$ cat src/rtl/rgc_pkg.sv
package rgc_pkg;
  localparam int PRIV_W = 2;
  localparam logic [PRIV_W-1:0] PRIV_USER = 2'b00;
  localparam logic [PRIV_W-1:0] PRIV_SUPV = 2'b01;
  localparam logic [PRIV_W-1:0] PRIV_MACH = 2'b11;

  typedef enum logic [1:0] {
    RK_NONE = 2'b00,
    RK_MRET = 2'b01,
    RK_SRET = 2'b10,
    RK_DRET = 2'b11
  } ret_kind_e;

  typedef struct packed {
    logic mstat;
    logic vs;
    logic mprv;
  } clr_set_t;

  localparam int CLR_W = $bits(clr_set_t);

  // Leaving toward user mode or into any guest mode drops the machine-level guard.
  function automatic logic leaves_host_supv(input logic [PRIV_W-1:0] p, input logic v);
    return (p == PRIV_USER) || v;
  endfunction

  // Landing in virtual user drops the guest supervisor guard.
  function automatic logic lands_guest_user(input logic [PRIV_W-1:0] p, input logic v);
    return (p == PRIV_USER) && v;
  endfunction
endpackage

$ cat src/rtl/rgc_decode.sv
module rgc_decode
  import rgc_pkg::*;
(
  input  logic              fire,
  input  ret_kind_e         kind,
  input  logic [PRIV_W-1:0] cur_priv,
  input  logic              cur_virt,
  input  logic [PRIV_W-1:0] tgt_priv,
  input  logic              tgt_virt,
  output clr_set_t          clr
);
  logic from_supv;
  assign from_supv = (cur_priv == PRIV_SUPV);

  always_comb begin
    clr = '0;
    if (fire) begin
      unique case (kind)
        RK_MRET, RK_DRET: begin
          clr.mstat = leaves_host_supv(tgt_priv, tgt_virt);
          clr.vs    = lands_guest_user(tgt_priv, tgt_virt);
          clr.mprv  = (kind == RK_DRET) && (tgt_priv != PRIV_MACH);
        end
        RK_SRET: begin
          // the supervisor view written is the guest one when virtualized
          clr.mstat = from_supv && !cur_virt;
          clr.vs    = from_supv && (cur_virt ||
                      lands_guest_user(tgt_priv, tgt_virt));
        end
        default: clr = '0;
      endcase
    end
  end
endmodule

$ cat src/rtl/rgc_pulse.sv
module rgc_pulse #(
  parameter int W = 3
) (
  input  logic         clk,
  input  logic         rst_n,
  input  logic [W-1:0] d,
  output logic [W-1:0] q
);
  always_ff @(posedge clk) begin
    if (!rst_n) q <= '0;
    else        q <= d;
  end
endmodule

$ cat src/rtl/ret_guard_clear.sv
module ret_guard_clear
  import rgc_pkg::*;
(
  input  logic       clk,
  input  logic       rst_n,
  input  logic       ret_valid,
  input  logic [1:0] ret_kind,
  input  logic [1:0] cur_priv,
  input  logic       cur_virt,
  input  logic [1:0] tgt_priv,
  input  logic       tgt_virt,
  output logic       clr_mstat_guard,
  output logic       clr_vs_guard,
  output logic       clr_mod_priv
);
  ret_kind_e kind_dec;
  logic      retire_fire;
  clr_set_t  dec_set;
  clr_set_t  held_set;

  assign kind_dec    = ret_kind_e'(ret_kind);
  assign retire_fire = ret_valid && (kind_dec != RK_NONE);

  rgc_decode u_decode (
    .fire     (retire_fire),
    .kind     (kind_dec),
    .cur_priv (cur_priv),
    .cur_virt (cur_virt),
    .tgt_priv (tgt_priv),
    .tgt_virt (tgt_virt),
    .clr      (dec_set)
  );

  rgc_pulse #(.W(CLR_W)) u_pulse (
    .clk   (clk),
    .rst_n (rst_n),
    .d     (dec_set),
    .q     (held_set)
  );

  assign clr_mstat_guard = held_set.mstat;
  assign clr_vs_guard    = held_set.vs;
  assign clr_mod_priv    = held_set.mprv;
endmodule

$ cat config.mk
export PLATFORM = sky130hd
export DESIGN_NAME = ret_guard_clear
export DESIGN_NICKNAME = d
export VERILOG_FILES = /design/src/rtl/rgc_pkg.sv /design/src/rtl/rgc_decode.sv /design/src/rtl/rgc_pulse.sv /design/src/rtl/ret_guard_clear.sv
export SDC_FILE = /design/constraint.sdc
export NUM_CORES = 1
export LEC_CHECK = 0
export ABC_CLOCK_PERIOD_IN_PS = 900
export CAP_MARGIN = 20
export CORE_AREA = 4 4 41 43
export DETAILED_ROUTE_END_ITERATION = 7
export DIE_AREA = 0 0 45 47
export GPL_ROUTABILITY_DRIVEN = 0
export SKIP_CTS_REPAIR_TIMING = 1
export SLEW_MARGIN = 10
export SYNTH_ARGS = -nofsm -noshare
export SYNTH_HDL_FRONTEND = slang
export SYNTH_SLANG_ARGS = --single-unit
$ cat constraint.sdc
create_clock -name clk -period 0.9 [get_ports clk]
set_input_delay 0.18 -clock clk [delete_from_list [all_inputs] [get_ports clk]]
set_output_delay 0.18 -clock clk [all_outputs]
set_load 0.1 [all_outputs]
==> run metrics <==
status finished, violations left; failing checks negative setup slack; final cell count without fillers 48; vias in the first global route approximately 180; number of port buffers 13; Period Utilization, post-route 101%; sequential area share after synthesis a little under half; Worst VDD drop 0.339 mV; Final Hold Viols 0; Worst EP arrival 0.73 ns; Synth Cell Area approximately 130 um2; pwr/cell area 1290 nW/um2; # IOs 14; TritonRoute pass-1 iters 3; commonest cells in the netlist 3 x a21oi_1, 3 x dfxtp_1, 2 x o211ai_1; post-placement cell count 44; P_leak roughly 0.17 nW; startpoint types register; routed wire length ~380 um; CTS tree done; dpl ws -0.318 ns; Setup-failing EPs final 3; Slew Limit Fails 0; vias per inst between 3 and 4; Synth area leaders dfxtp_1 46%, and4bb_4 12%, a21oi_1 11%; std cell rows 13; number of diodes 0; Crit path largest cell delay 0.33 ns; fin nets 45; Avg Cell Area, Syn 9.38 um2; Hold Path Stages 4; biggest regs u_pulse.q: 3 flops; crit-path leading delay family flip-flops; total power about 0.48 mW; CP Capture Type output port; Post-Syn Instances 14; Multi-input gate area 73.8 um2; largest net degree at the start of global routing 5; root buffer cell clkbuf_4; WHS 0.363 ns; hold_sp ret_kind[0]; Routed Antenna Nets 0; CTS Buf Count 3; register area roughly 64 um2; First DRT Iteration DRCs 1; RSZ-0062 raised after global routing yes; # clock sinks 3; Achievable Freq ~1.1 GHz; clock slew seen by the registers of the worst setup and hold paths 0.04 ns; critical-path maximum fanout 1; CP required just over 0.7 ns; fraction of layout cells with a size suffix above 1 39.4%; Avg WL per Cell 8.00 um; post-synth top area cell dfxtp_1; core area between 1000 and 1500 um2; max FFs per register 3; Top reg by flops u_pulse.q; GRT Resource Usage Total between 3 and 4%; vias 170; first-pass GRT wire length 552 um; initial core utilization around 10%; Yosys cell types 9; worst setup path class reg2out; number of synthesized flops with an enable pin 0; Worst Tran Pin Value between 0.2 and 0.25 ns; class of the tightest hold or removal check in2reg; width of the die ~45 um; Residual DRC 0; Worst path slowest cell dfxtp_2; slew margin rel. 86.3%; Syn. warnings 0; ys flop type dfxtp_1; CTS H-Tree Depth 1; Die ar. approximately 2100 um2; Final WS setup -0.00844 ns; Die Y 47 um; Final min period between 0.9 and 1 ns; max-cap violations 0; gr ovfl total 0; crit path buf inv count 1; number of synthesized register bits 3; fillcell total about 140; critical path depth 1; CP cell instances buf_12; Final Core Density approximately 28%; CTS Buffer Depth 2; Area Overhead vs Synth 180%; Hold Path Sink u_pulse.q[0]; initial antenna violation count 0; Synth Net Count 25; Yosys top cell area share between 40% and 50%; Async S/R FF share, synth 0%
==> through the flow <==
stage               TNS (ns)  instance area [um2]
floorplan                  0                  135
global placement      -0.714                  329
detailed placement    -0.735                  329
CTS                   -0.153                  355
global route         -0.0555                  368
finish               -0.0216                  368
==> cell type report <==
type	count	area share, %
tap	15	5.10
multi-input combinational	11	20.1
timing repair buffer	15	50.3
clock buffer	4	7.14
sequential	3	17.3
==> metal layers <==
| layer | vias up | track usage (%) | share of wire [%] | routed length, um |
|---|---|---|---|---|
| li1 | 91 | - | - | - |
| met1 | 68 | 4.08 | 40 | 155 |
| met2 | 11 | 4.80 | 44 | 169 |
| met3 | 0 | 0.766 | 15 | 59 |
| met4 | 0 | 7.02 | 0 | 0 |
| met5 | - | 0 | 0 | 0 |
==> cells in the final DEF (no fill, tap or decap) <==
cell type	Yosys	final
clkdlybuf4s50_1	0	6
clkbuf_1	0	1
nand2b_1	1	1
nand4_1	1	1
o211ai_1	2	2
buf_12	0	3
a21oi_1	3	3
clkbuf_4	0	3
dlymetal6s2s_1	0	4
o21ai_1	0	1
nor2_2	0	1
dfxtp_2	0	3
nand2_1	1	1
and4bb_4	1	1
buf_4	0	2
==> report_power, final <==
group / internal [mW] / switching [mW] / total (mW)
combinational: 0.0606 / 0.0431 / 0.104
clock: 0.166 / 0.0665 / 0.232
sequential: 0.137 / 0.00235 / 0.140
total: 0.364 / 0.112 / 0.476
==> how the worst max path moves through the flow <==
stage,startpoint,slack [ns],endpoint
5_1_grt,u_pulse.q[0],-0.02,clr_mod_priv
6_report,u_pulse.q[0],-0.008,clr_mod_priv
2_1_floorplan,u_pulse.q[0],0.09,clr_mod_priv
3_5_place_dp,cur_priv[1],-0.32,u_pulse.q[1]
3_3_place_gp,cur_priv[1],-0.31,u_pulse.q[1]
4_1_cts,cur_priv[1],-0.07,u_pulse.q[1]
==> kinds of logic (layout without fill, tap and decap cells) <==
group	after synthesis	in the layout	share of synthesized area, %
AO/OA/AOI/OAI	6	6	26.7
AND/OR/NAND/NOR	5	5	27.6
flip-flops	3	3	45.7
buffers and inverters	0	19	0
Note: power is estimated with default switching activity, not from simulation.
